<file path="config.mk">
export PLATFORM = sky130hd
export DESIGN_NAME = atapi_pio_engine
export DESIGN_NICKNAME = d
export VERILOG_FILES = /design/src/rtl/atapi_pio_engine.sv
export SDC_FILE = /design/constraint.sdc
export NUM_CORES = 1
export LEC_CHECK = 0
export ABC_AREA = 0
export BUFFER_PORTS_ARGS = -buffer_cell sky130_fd_sc_hd__buf_2
export CORE_MARGIN = 3
export CORE_UTILIZATION = 39
export CTS_BUF_LIST = sky130_fd_sc_hd__clkbuf_4
export CTS_CLUSTER_DIAMETER = 150
export CTS_CLUSTER_SIZE = 10
export DETAILED_ROUTE_END_ITERATION = 12
export GPL_ROUTABILITY_DRIVEN = 0
export PLACE_DENSITY = 0.63
export SYNTH_ARGS = -nofsm -noshare
export SYNTH_HDL_FRONTEND = slang
export SYNTH_SLANG_ARGS = --single-unit
</file>
<file path="constraint.sdc">
create_clock -name clk -period 2.9 [get_ports clk]
set_clock_uncertainty 0.2 [all_clocks]
set_input_delay 0.58 -clock clk [delete_from_list [all_inputs] [get_ports clk]]
set_output_delay 0.58 -clock clk [all_outputs]
set_load 0.005 [all_outputs]
</file>
<file path="src/rtl/atapi_pio_engine.sv">
module atapi_pio_engine #(
  parameter int BSY_CYCLES = 3,
  parameter int SRC_AW     = 32,
  parameter int BLK_BYTES  = 2048
) (
  input  logic              clk,
  input  logic              rst_n,
  input  logic              reg_wr,
  input  logic              reg_rd,
  input  logic [2:0]        reg_addr,
  input  logic [15:0]       reg_wdata,
  output logic [15:0]       reg_rdata,
  output logic              irq,
  output logic [SRC_AW-1:0] src_addr,
  input  logic [15:0]       src_rdata
);

  localparam int BLK_WORDS = BLK_BYTES / 2;
  localparam int BLK_SH    = $clog2(BLK_WORDS);
  localparam int REM_W     = 16 + BLK_SH;
  localparam int CW        = $clog2(BSY_CYCLES + 1);

  localparam logic [2:0] A_DATA = 3'd0, A_FEAT = 3'd1, A_ALT = 3'd2,
                         A_LIML = 3'd4, A_LIMH = 3'd5, A_CMD = 3'd7;

  typedef enum logic [2:0] {S_IDLE, S_BUSY, S_PKT, S_DEC, S_PREP, S_DATA} st_t;

  st_t              st;
  logic [CW-1:0]    cnt;
  logic             feat_dma;
  logic [6:0]       lim_lo;
  logic [7:0]       lim_hi;
  logic [14:0]      eff_words;
  logic [2:0]       widx;
  logic [7:0]       op_q;
  logic [31:0]      lba_q;
  logic [15:0]      nblk_q;
  logic [REM_W-1:0] remain;
  logic [14:0]      burst_left, burst_len;
  logic [SRC_AW-1:0] addr_q;
  logic             err_q, irq_q;

  wire [14:0] lim_words = {lim_hi, lim_lo};
  wire        wr_cmd    = reg_wr && reg_addr == A_CMD;
  wire        go_pkt    = st == S_IDLE && wr_cmd && reg_wdata[7:0] == 8'hA0 && !feat_dma;
  wire        dma_rej   = st == S_IDLE && wr_cmd && reg_wdata[7:0] == 8'hA0 && feat_dma;
  wire        wr_data   = reg_wr && reg_addr == A_DATA && st == S_PKT;
  wire        rd_data   = reg_rd && reg_addr == A_DATA && st == S_DATA;
  wire        dec_bad   = st == S_DEC && op_q != 8'h28;
  wire        dec_empty = st == S_DEC && op_q == 8'h28 && nblk_q == 16'd0;
  wire        prep_done = st == S_PREP && cnt == '0;
  wire        last_word = rd_data && burst_left == 15'd1;
  wire        all_done  = last_word && remain == REM_W'(1);
  wire        irq_set   = dma_rej | dec_bad | dec_empty | prep_done | all_done;
  wire        irq_clr   = (reg_rd && reg_addr == A_CMD) | wr_cmd;

  wire [14:0] next_burst = ({{(REM_W-15){1'b0}}, eff_words} < remain) ? eff_words : remain[14:0];

  wire bsy = st == S_BUSY || st == S_DEC || st == S_PREP;
  wire drq = st == S_PKT || st == S_DATA;
  wire [7:0] status = {bsy, 1'b1, 1'b0, 1'b0, drq, 1'b0, 1'b0, err_q};

  assign irq      = irq_q;
  assign src_addr = addr_q;

  always_comb begin
    case (reg_addr)
      A_DATA:        reg_rdata = (st == S_DATA) ? src_rdata : 16'h0000;
      A_ALT, A_CMD:  reg_rdata = {8'h00, status};
      A_LIML:        reg_rdata = {8'h00, burst_len[6:0], 1'b0};
      A_LIMH:        reg_rdata = {8'h00, burst_len[14:7]};
      default:       reg_rdata = 16'h0000;
    endcase
  end

  always_ff @(posedge clk) begin
    if (!rst_n) begin
      feat_dma <= 1'b0;
      lim_lo   <= '0;
      lim_hi   <= '0;
    end else if (reg_wr && st == S_IDLE) begin
      if (reg_addr == A_FEAT) feat_dma <= reg_wdata[0];
      if (reg_addr == A_LIML) lim_lo   <= reg_wdata[7:1];
      if (reg_addr == A_LIMH) lim_hi   <= reg_wdata[7:0];
    end
  end

  always_ff @(posedge clk) begin
    if (!rst_n) irq_q <= 1'b0;
    else if (irq_set) irq_q <= 1'b1;
    else if (irq_clr) irq_q <= 1'b0;
  end

  always_ff @(posedge clk) begin
    if (!rst_n) begin
      op_q   <= '0;
      lba_q  <= '0;
      nblk_q <= '0;
    end else if (wr_data) begin
      case (widx)
        3'd0: op_q          <= reg_wdata[7:0];
        3'd1: lba_q[31:16]  <= {reg_wdata[7:0], reg_wdata[15:8]};
        3'd2: lba_q[15:0]   <= {reg_wdata[7:0], reg_wdata[15:8]};
        3'd3: nblk_q[15:8]  <= reg_wdata[15:8];
        3'd4: nblk_q[7:0]   <= reg_wdata[7:0];
        default: ;
      endcase
    end
  end

  always_ff @(posedge clk) begin
    if (!rst_n) begin
      st         <= S_IDLE;
      cnt        <= '0;
      widx       <= '0;
      eff_words  <= '0;
      remain     <= '0;
      burst_left <= '0;
      burst_len  <= '0;
      addr_q     <= '0;
      err_q      <= 1'b0;
    end else begin
      case (st)
        S_IDLE: begin
          if (go_pkt) begin
            st        <= S_BUSY;
            cnt       <= CW'(BSY_CYCLES - 1);
            err_q     <= 1'b0;
            eff_words <= (lim_words == 15'd0) ? 15'h7FFF : lim_words;
          end else if (dma_rej) begin
            err_q <= 1'b1;
          end
        end
        S_BUSY: begin
          if (cnt == '0) begin
            st   <= S_PKT;
            widx <= '0;
          end else begin
            cnt <= cnt - 1'b1;
          end
        end
        S_PKT: begin
          if (wr_data) begin
            widx <= widx + 3'd1;
            if (widx == 3'd5) st <= S_DEC;
          end
        end
        S_DEC: begin
          if (dec_bad) begin
            err_q <= 1'b1;
            st    <= S_IDLE;
          end else if (dec_empty) begin
            st <= S_IDLE;
          end else begin
            remain <= REM_W'(nblk_q) << BLK_SH;
            addr_q <= SRC_AW'({lba_q, {BLK_SH{1'b0}}});
            cnt    <= CW'(BSY_CYCLES - 1);
            st     <= S_PREP;
          end
        end
        S_PREP: begin
          if (prep_done) begin
            burst_left <= next_burst;
            burst_len  <= next_burst;
            st         <= S_DATA;
          end else begin
            cnt <= cnt - 1'b1;
          end
        end
        S_DATA: begin
          if (rd_data) begin
            addr_q     <= addr_q + 1'b1;
            remain     <= remain - 1'b1;
            burst_left <= burst_left - 1'b1;
            if (last_word) begin
              st  <= all_done ? S_IDLE : S_PREP;
              cnt <= CW'(BSY_CYCLES - 1);
            end
          end
        end
        default: st <= S_IDLE;
      endcase
    end
  end

  a_r11_bsy_drq_excl: assert property (@(posedge clk) disable iff (!rst_n) !(bsy && drq));

  a_r8_status_read_clears: assert property (@(posedge clk) disable iff (!rst_n)
    (reg_rd && reg_addr == A_CMD && !irq_set) |=> !irq);

  a_r8_alt_read_keeps: assert property (@(posedge clk) disable iff (!rst_n)
    (reg_rd && reg_addr == A_ALT && irq && !wr_cmd) |=> irq);

  a_r4_burst_bounded: assert property (@(posedge clk) disable iff (!rst_n)
    (st == S_DATA) |-> (burst_left != 15'd0 && {{(REM_W-15){1'b0}}, burst_left} <= remain
                        && burst_left <= eff_words));

  a_r7_done_irq: assert property (@(posedge clk) disable iff (!rst_n)
    ($past(st) == S_DATA && st == S_IDLE) |-> irq);

  a_r5_burst_irq: assert property (@(posedge clk) disable iff (!rst_n)
    ($past(st) == S_PREP && st == S_DATA) |-> irq);

  a_r2_cmd_busy: assert property (@(posedge clk) disable iff (!rst_n)
    go_pkt |=> (bsy && !irq));

endmodule

</file>
# After elaboration in Yosys (flattened, before gate mapping)
# Cells that the tools add are included.
# totals
ff_bits	175
latchBits	0
mem_bits_rw	0
rom_bits	0
in_bits	39
output_inout_bits	49
wordCells	155
n_memories	0
# classes
n_addsub	5
multipliers	0
n_div	0
n_lt_le_gt_ge	1
eq_ne	33
shifts	0
n_mux	43
bitwise_logic	5
n_reduce_logical	50
# op_table
operator	n
32-bit two-way mux	3
26-bit two-way mux	3
16-bit case mux with 4 select lines	1
32-bit case mux with 2 select lines	1
15-bit two-way mux	4
26-bit case mux with 2 select lines	1
3-bit two-way mux	12
32-bit by 1-bit adder with 32-bit output (second input constant)	1
15-bit case mux with 2 select lines	1
26-bit by 1-bit == test with 1-bit output (second input constant)	1
15-bit by 26-bit less-than comparator with 1-bit output	1
26-bit by 1-bit subtractor with 26-bit output (second input constant)	1
2-bit inequality test (second input constant)	11
3-bit == test (second input constant)	7
2-bit AND reduction	10
3-bit case mux with 6 select lines	1
1-bit logical AND	17
16-bit zero test	1
16-bit two-way mux	1
15-bit by 1-bit == test with 1-bit output (second input constant)	1
3-bit by 2-bit == test with 1-bit output (second input constant)	5
15-bit zero test	1
15-bit by 1-bit subtractor with 15-bit output (second input constant)	1
2-bit two-way mux	7
other kinds (24)	44

# Depth between registers and ports, before layout
# Gate-level depths: netlist of run 1.
# logic_depth
word_depth	10
ltp_mapped	9
ltp_nobuf	8

# Worst setup path after synthesis of run 1
# Ideal clock, no wire load.
# synth_path
kind	input to output
from	input port reg_addr[0]
to	output port reg_rdata[3]
arrival_ns	1.787
setup_slack_ns	0.333
cell_stages	7
n_path_buf	3
path_cell_list	buf_2 > nor3_1 > clkbuf_1 > and2_1 > clkbuf_1 > a222oi_1 > nand2_1
# synth_via
elab_chain_cells	3
word_cells_on_any_way	7
classes_between	eq/ne (4); mux (1); reduce/logical (2)
# synth_rtl
item	line_no	rtl
from (decl)	10	input logic [2:0] reg_addr,
3-bit == test / 3-bit by 2-bit == test with 1-bit output (equally long branches)	67	case (reg_addr)
2-bit OR reduction	67	
16-bit case mux with 4 select lines *	67	
to (decl)	12	output logic [15:0] reg_rdata,
# Mark *: on every way between the ends. The rest lies on a longest branch, timed or not.

# Final worst setup path of run 1
# layout_path
from	register st[0]
to	output port reg_rdata[3]
# layout_via
elab_chain_cells	3
word_cells_on_any_way	5
classes_between	eq/ne (2); mux (2); reduce/logical (1)
# layout_rtl
item	line_no	rtl
from (decl)	28	st_t st;
from (signal assigned)	176	st <= all_done ? S_IDLE : S_PREP;
3-bit == test / 3-bit by 2-bit == test with 1-bit output (equally long branches)	60, 68	
16-bit two-way mux / 1-bit logical OR (equally long branches)	68, 60	
16-bit case mux with 4 select lines *	67	
# Marked as above.

==> flow_summary.ini, run 1 <==
[outcome]
outcome = completed

[logic_synthesis]
syn_area_um2 = 9340
yosys.area.top_type_share = 0.3751
synth-seq-cells = 175
synth.net_count = 1230
seq_area_frac_synth = 0.3751
synth_edf_count = 0
synth_top_area_cell = dfxtp_1
syn-mean-instance-area_um2 = 8.010
yosys-top-cells-area = dfxtp_1 (38%), nand2_1 (5.5%), a21oi_1 (5.1%)
async_reset_ff_frac = 0
synth_warnings = 0
synth_top_flop_cell = dfxtp_1
synth.distinct_cells = 80
syn_inst = 1166

[floorplan]
die_w_um = 160.8
io_pins = 88
start_util = 0.4052
die_area_um2 = 25840
die_y_um = 160.8
core_area_um2 = 23050
rows = 55

[flow_run]
maxCapViolCount = 0

[global_routing]
antenna_found_initial = 1
grt_overflow_total = 0
grt_pass1_wl_um = 47630
grt_use_total = 0.2286
grt_pass1_vias = 8621
grt_max_degree = 70

[final_layout]
area_delta_synth_final_pct = 16.14
final_core_util = 0.4706
drive_above_1_share = 0.1972
fin_nets = 1340

[timing]
final.setup.tns_ps = 0
finalMaxSlewViolations = 0
rsz0062_at_grt = yes
period_needed_ps = 2868
setup_viol_count_final = 0
post-route-period-util = 0.9889
tightestPinTransition_ps = 753.7
hold_ws_ps = 44.12
max_freq_mhz = 348.7
finalWorstSetupSlack_ps = 32.14
relSlewSlack = 0.4957
hold_violations = 0

[clocking]
insertion_delay_ps = 600
cts_tree = yes
cts_hold_buf = 0
htreeDepth = 4
cts.path.max_buffers = 2
cts_inserted_buffers = 17
path_clk_slew_ps = 160
clockRootBuffer = clkbuf_4
cts.sinks = 175

[routing]
avgViaCountPerCell = 5.856
dr_total_vias = 9382
drt_iter0_drc = 959
drc_errors = 0
wl_um = 30190
wl_per_cell_um = 18.84
drtPass1Iterations = 6
antenna_left = 0

[critical_path]
reg2regPathDepth = 6
cp_max_fo = 10
crit_start = st[0]
critPathRequiredTime_ps = 2120
reg2reg_setup_slack_ps = 160
critPathCapture = reg_rdata[3]
r2r-end = src_addr[21]
start_kind = flop
crit_path_end_kind = primary output
crit_arrival_ps = 2090
rr_startpoint = nblk_q[5]
crit_type = flop to primary output

[place]
dp_slack_ps = 91.33
dp_hpwl_um = 22360
port_buffers = 87

[worst_hold_path]
hp-class = primary input to flop

[power]
powerDensity_nw_per_um2 = 408.5
cellLeakagePower_nw = 4.472
vdd.ir_drop.worst_mv = 0.2303
finalPower_mw = 4.431
-- state kept, by name, summed over array words and instances, names as in the netlist, 2 cells and up --
register	flops
lim_hi	8
burst_len	15
lim_lo	7
widx	3
src_addr	32
remain	26
eff_words	15
cnt	2
nblk_q	16
st	3
lba_q	22
op_q	8
burst_left	15
-- layer usage --
| metal | global-route usage | wire length (µm) | vias to the layer above |
|---|---|---|---|
| met2 | 0.3462 | 13370 | 319 |
| met3 | 0.05546 | 2189 | 49 |
| met4 | 0.07196 | 622 | 0 |
| li1 | - | - | 4522 |
| met5 | 0 | 0 | - |
| met1 | 0.3207 | 14000 | 4492 |
-- worst min-delay path by stage --
| stage | startpoint | end | cells after the start | slack, ps |
|---|---|---|---|---|
| after detailed placement | op_q[5] | op_q[5] | 2 | 240 |
| after floorplan | op_q[3] | op_q[3] | 2 | 230 |
| after global placement | op_q[5] | op_q[5] | 2 | 240 |
| final | reg_wdata[8] | lba_q[16] | 3 | 40 |
| after CTS | reg_wdata[11] | lba_q[19] | 3 | 20 |
| after global routing | reg_wdata[11] | lba_q[19] | 3 | 8 |
-- per-stage QoR --
step                std cells  area [µm²]
finish                   1602       10850
global route             1602       10850
CTS                      1595       10760
detailed placement       1560       10420
global placement         1560       10420
floorplan                1166        9340
-- report_power, final --
part	leakage (nW)	switching (mW)	internal, mW
sequential	1.41	0.0221	2.43
combinational	2.92	0.305	0.205
clock	0.143	0.946	0.520
-- final cells by class --
cell class              instances  area (µm²)
diodes                          1       2.502
clock buffers                  17       127.6
clock inverters                14       155.1
fillers                      2314       12210
inverters                      35       131.4
multi-input cells             883        5473
flip-flops and latches        175        3510
well taps                     313       391.6
repair buffers                164        1057
-- cell families (layout without fill, tap and decap cells) --
kind of cell	count (synthesis)	count (layout)	share of synthesized area
xor gates and xnor gates	20	20	0.01875
other	0	1	0
DFF	175	175	0.3751
AOI/OAI and AO/OA	344	344	0.2427
and+or+nand+nor	463	463	0.2504
adders and majority gates	25	25	0.03349
muxes	31	31	0.03362
buffers and inverters	108	230	0.04595
-- placed cells by master, fill, tap and decap left out, types with 6 or more instances in the layout --
cell type,n
dfxtp_1,172
nand2_1,136
nor2_1,97
a21oi_1,95
buf_2,87
o21ai_0,82
nand3_1,76
buf_4,70
inv_1,34
nor3_1,30
a31oi_1,29
mux2i_1,28
ha_1,25
o221a_2,19
a21o_1,18
and3_1,17
nand4_1,17
clkbuf_4,17
xnor2_1,14
o31ai_1,13
or3_1,12
nor4_1,11
a22o_1,8
o211ai_1,8
o22ai_1,8
a222oi_1,7
or4_1,7
and2_1,6
a22oi_1,6
xor2_1,6
-- Yosys cell counts, drive strengths merged, types with 8 or more instances --
cell type / instances
clkbuf: 57
nor2: 97
o211ai: 8
o221a: 19
ha: 25
a21oi: 96
xnor2: 14
nor3: 36
o31ai: 14
nand3: 78
and2: 8
nand2: 138
o22ai: 8
a31oi: 29
nand4: 18
or3: 12
buf: 16
o21ai: 86
dfxtp: 175
inv: 34
and3: 17
nor4: 15
mux2i: 28
a21o: 18
a22o: 8
-- critical path, cell delays in order, from the launching register on --
cell      delay [ps]
dfxtp_2          370
buf_6            140
and3b_2          230
and2_4           190
a222oi_1         350
nand2_1           80
buf_2            130
-- what timing repair did --
item,in CTS,in global routing
setup endpoints to repair,7,9
gates cloned,0,0
pin swaps,2,5
resized for setup,11,7
buffers inserted,4,6
Power figures use the tool's default switching activity.
==> inputs of run 2 (changes only) <==
--- a/config.mk
+++ b/config.mk
@@ -14,6 +14,7 @@
 export CTS_CLUSTER_SIZE = 10
 export DETAILED_ROUTE_END_ITERATION = 12
 export GPL_ROUTABILITY_DRIVEN = 0
+export MAX_ROUTING_LAYER = met4
 export PLACE_DENSITY = 0.63
 export SYNTH_ARGS = -nofsm -noshare
 export SYNTH_HDL_FRONTEND = slang
==> flow_summary.ini, run 2 (same netlist as run 1, synthesis figures left out) <==
[timing]
post-route-period-util = 0.9911
finalMaxSlewViolations = 0
tightestPinTransition_ps = 758.0
relSlewSlack = 0.4928
hold_violations = 0
period_needed_ps = 2874
finalWorstSetupSlack_ps = 25.68
rsz0062_at_grt = yes
max_freq_mhz = 347.9
setup_viol_count_final = 0
hold_ws_ps = 44.09

[floorplan]
rows = 55
io_pins = 88
die_w_um = 160.8
start_util = 0.4052
die_y_um = 160.8
core_area_um2 = 23050
die_area_um2 = 25840

[worst_hold_path]
hp-class = primary input to flop
hold_path.startpoint = reg_wdata[8]
hold_path_depth = 3
min_to = lba_q[16]

[global_routing]
grt_pass1_wl_um = 47640
grt_pass1_vias = 8613
grt_overflow_total = 0
grt_max_degree = 70
grt_use_total = 0.2351
antenna_found_initial = 1

[clocking]
htreeDepth = 4
clockRootBuffer = clkbuf_4
cts_tree = yes
path_clk_slew_ps = 160
cts_hold_buf = 0
insertion_delay_ps = 610
cts.path.max_buffers = 2
cts_inserted_buffers = 17
cts.sinks = 175

[final_layout]
drive_above_1_share = 0.1972
final_area_um2 = 10850
area_delta_synth_final_pct = 16.14
fin_nets = 1340
final_common_cell = dfxtp_1
largest_register_ffs = 32
final_cell_mix = dfxtp_1 (172), nand2_1 (136), nor2_1 (97), a21oi_1 (95), buf_2 (87)

[critical_path]
crit_path_end_kind = primary output
reg2reg_setup_slack_ps = 160
cp_top_family = simple AND/OR/NAND/NOR gates
crit_type = flop to primary output
crit_arrival_ps = 2090
crit_buf_inv = 2
worst_path_max_delay_cell = dfxtp_2
start_kind = flop
cp_max_fo = 10
rr_startpoint = nblk_q[5]
worst_path_largest_cell_delay_ps = 370
reg2regPathDepth = 6
worstPathCellList = buf_6 > and3b_2 > and2_4 > a222oi_1 > nand2_1 > buf_2
r2r-end = src_addr[21]
critPathRequiredTime_ps = 2120

[routing]
avgViaCountPerCell = 5.857
dr_total_vias = 9383
drt_iter0_drc = 945
drc_errors = 0
wl_per_cell_um = 18.79
wl_um = 30100
antenna_left = 0
drtPass1Iterations = 8

[outcome]
outcome = completed

[place]
placed_area_um2 = 10420
port_buffers = 87
dp_hpwl_um = 22360
dp_slack_ps = 91.33

[power]
vdd.ir_drop.worst_mv = 0.2278
cellLeakagePower_nw = 4.472
finalPower_mw = 4.436
powerDensity_nw_per_um2 = 408.9

[flow_run]
maxCapViolCount = 0
==> run 2: through the flow <==
step / setup TNS [ps] / util / instances
floorplan: 0 / - / 1166
global placement: 0 / 0.4519 / 1560
detailed placement: 0 / 0.4519 / 1560
CTS: 0 / 0.4669 / 1595
global route: -250.7 / 0.4706 / 1602
finish: 0 / 0.4706 / 1602
==> run 2: worst max-delay path by stage <==
stage	start	endpoint	slack, ps	cells after the start
after floorplan	reg_addr[0]	reg_rdata[3]	330	7
after global placement	reg_addr[0]	cnt[1]	110	8
after detailed placement	reg_addr[0]	cnt[1]	90	8
after CTS	st[0]	reg_rdata[3]	1	6
after global routing	st[0]	reg_rdata[4]	-80	6
final	st[0]	reg_rdata[3]	30	6
==> run 2: area by class of cell <==
type	instances	area [µm²]
inverters	35	131.4
fillers	2316	12210
clock buffers	17	127.6
repair buffers	164	1057
multi-input cells	883	5473
clock inverters	14	155.1
flip-flops and latches	175	3510
well taps	313	391.6
diodes	1	2.502
==> run 2: repair_timing <==
action,in CTS,in global routing
pin swaps,2,5
resized for setup,11,7
setup buffers,4,6
endpoints found under the setup margin,7,9
==> run 2: per-layer routing <==
| layer | wire (µm) | global-route usage | part of all wire |
|---|---|---|---|
| met1 | 13770 | 0.3202 | 0.46 |
| met5 | 0 | - | 0 |
| met3 | 2305 | 0.05339 | 0.077 |
| met2 | 13340 | 0.3472 | 0.44 |
| met4 | 690 | 0.07313 | 0.023 |
==> run 2: report_power, final <==
group | switching (mW) | leakage, nW | internal [mW]
clock network | 0.949 | 0.143 | 0.520
registers | 0.0220 | 1.41 | 2.43
logic | 0.306 | 2.92 | 0.206
==> run 2: worst register-to-register path: stages (launching register included) <==
cell	delay, ps
dfxtp_1	360
or4_1	580
nor3_4	380
a221o_1	500
buf_4	310
a21oi_1	80
o221a_2	260
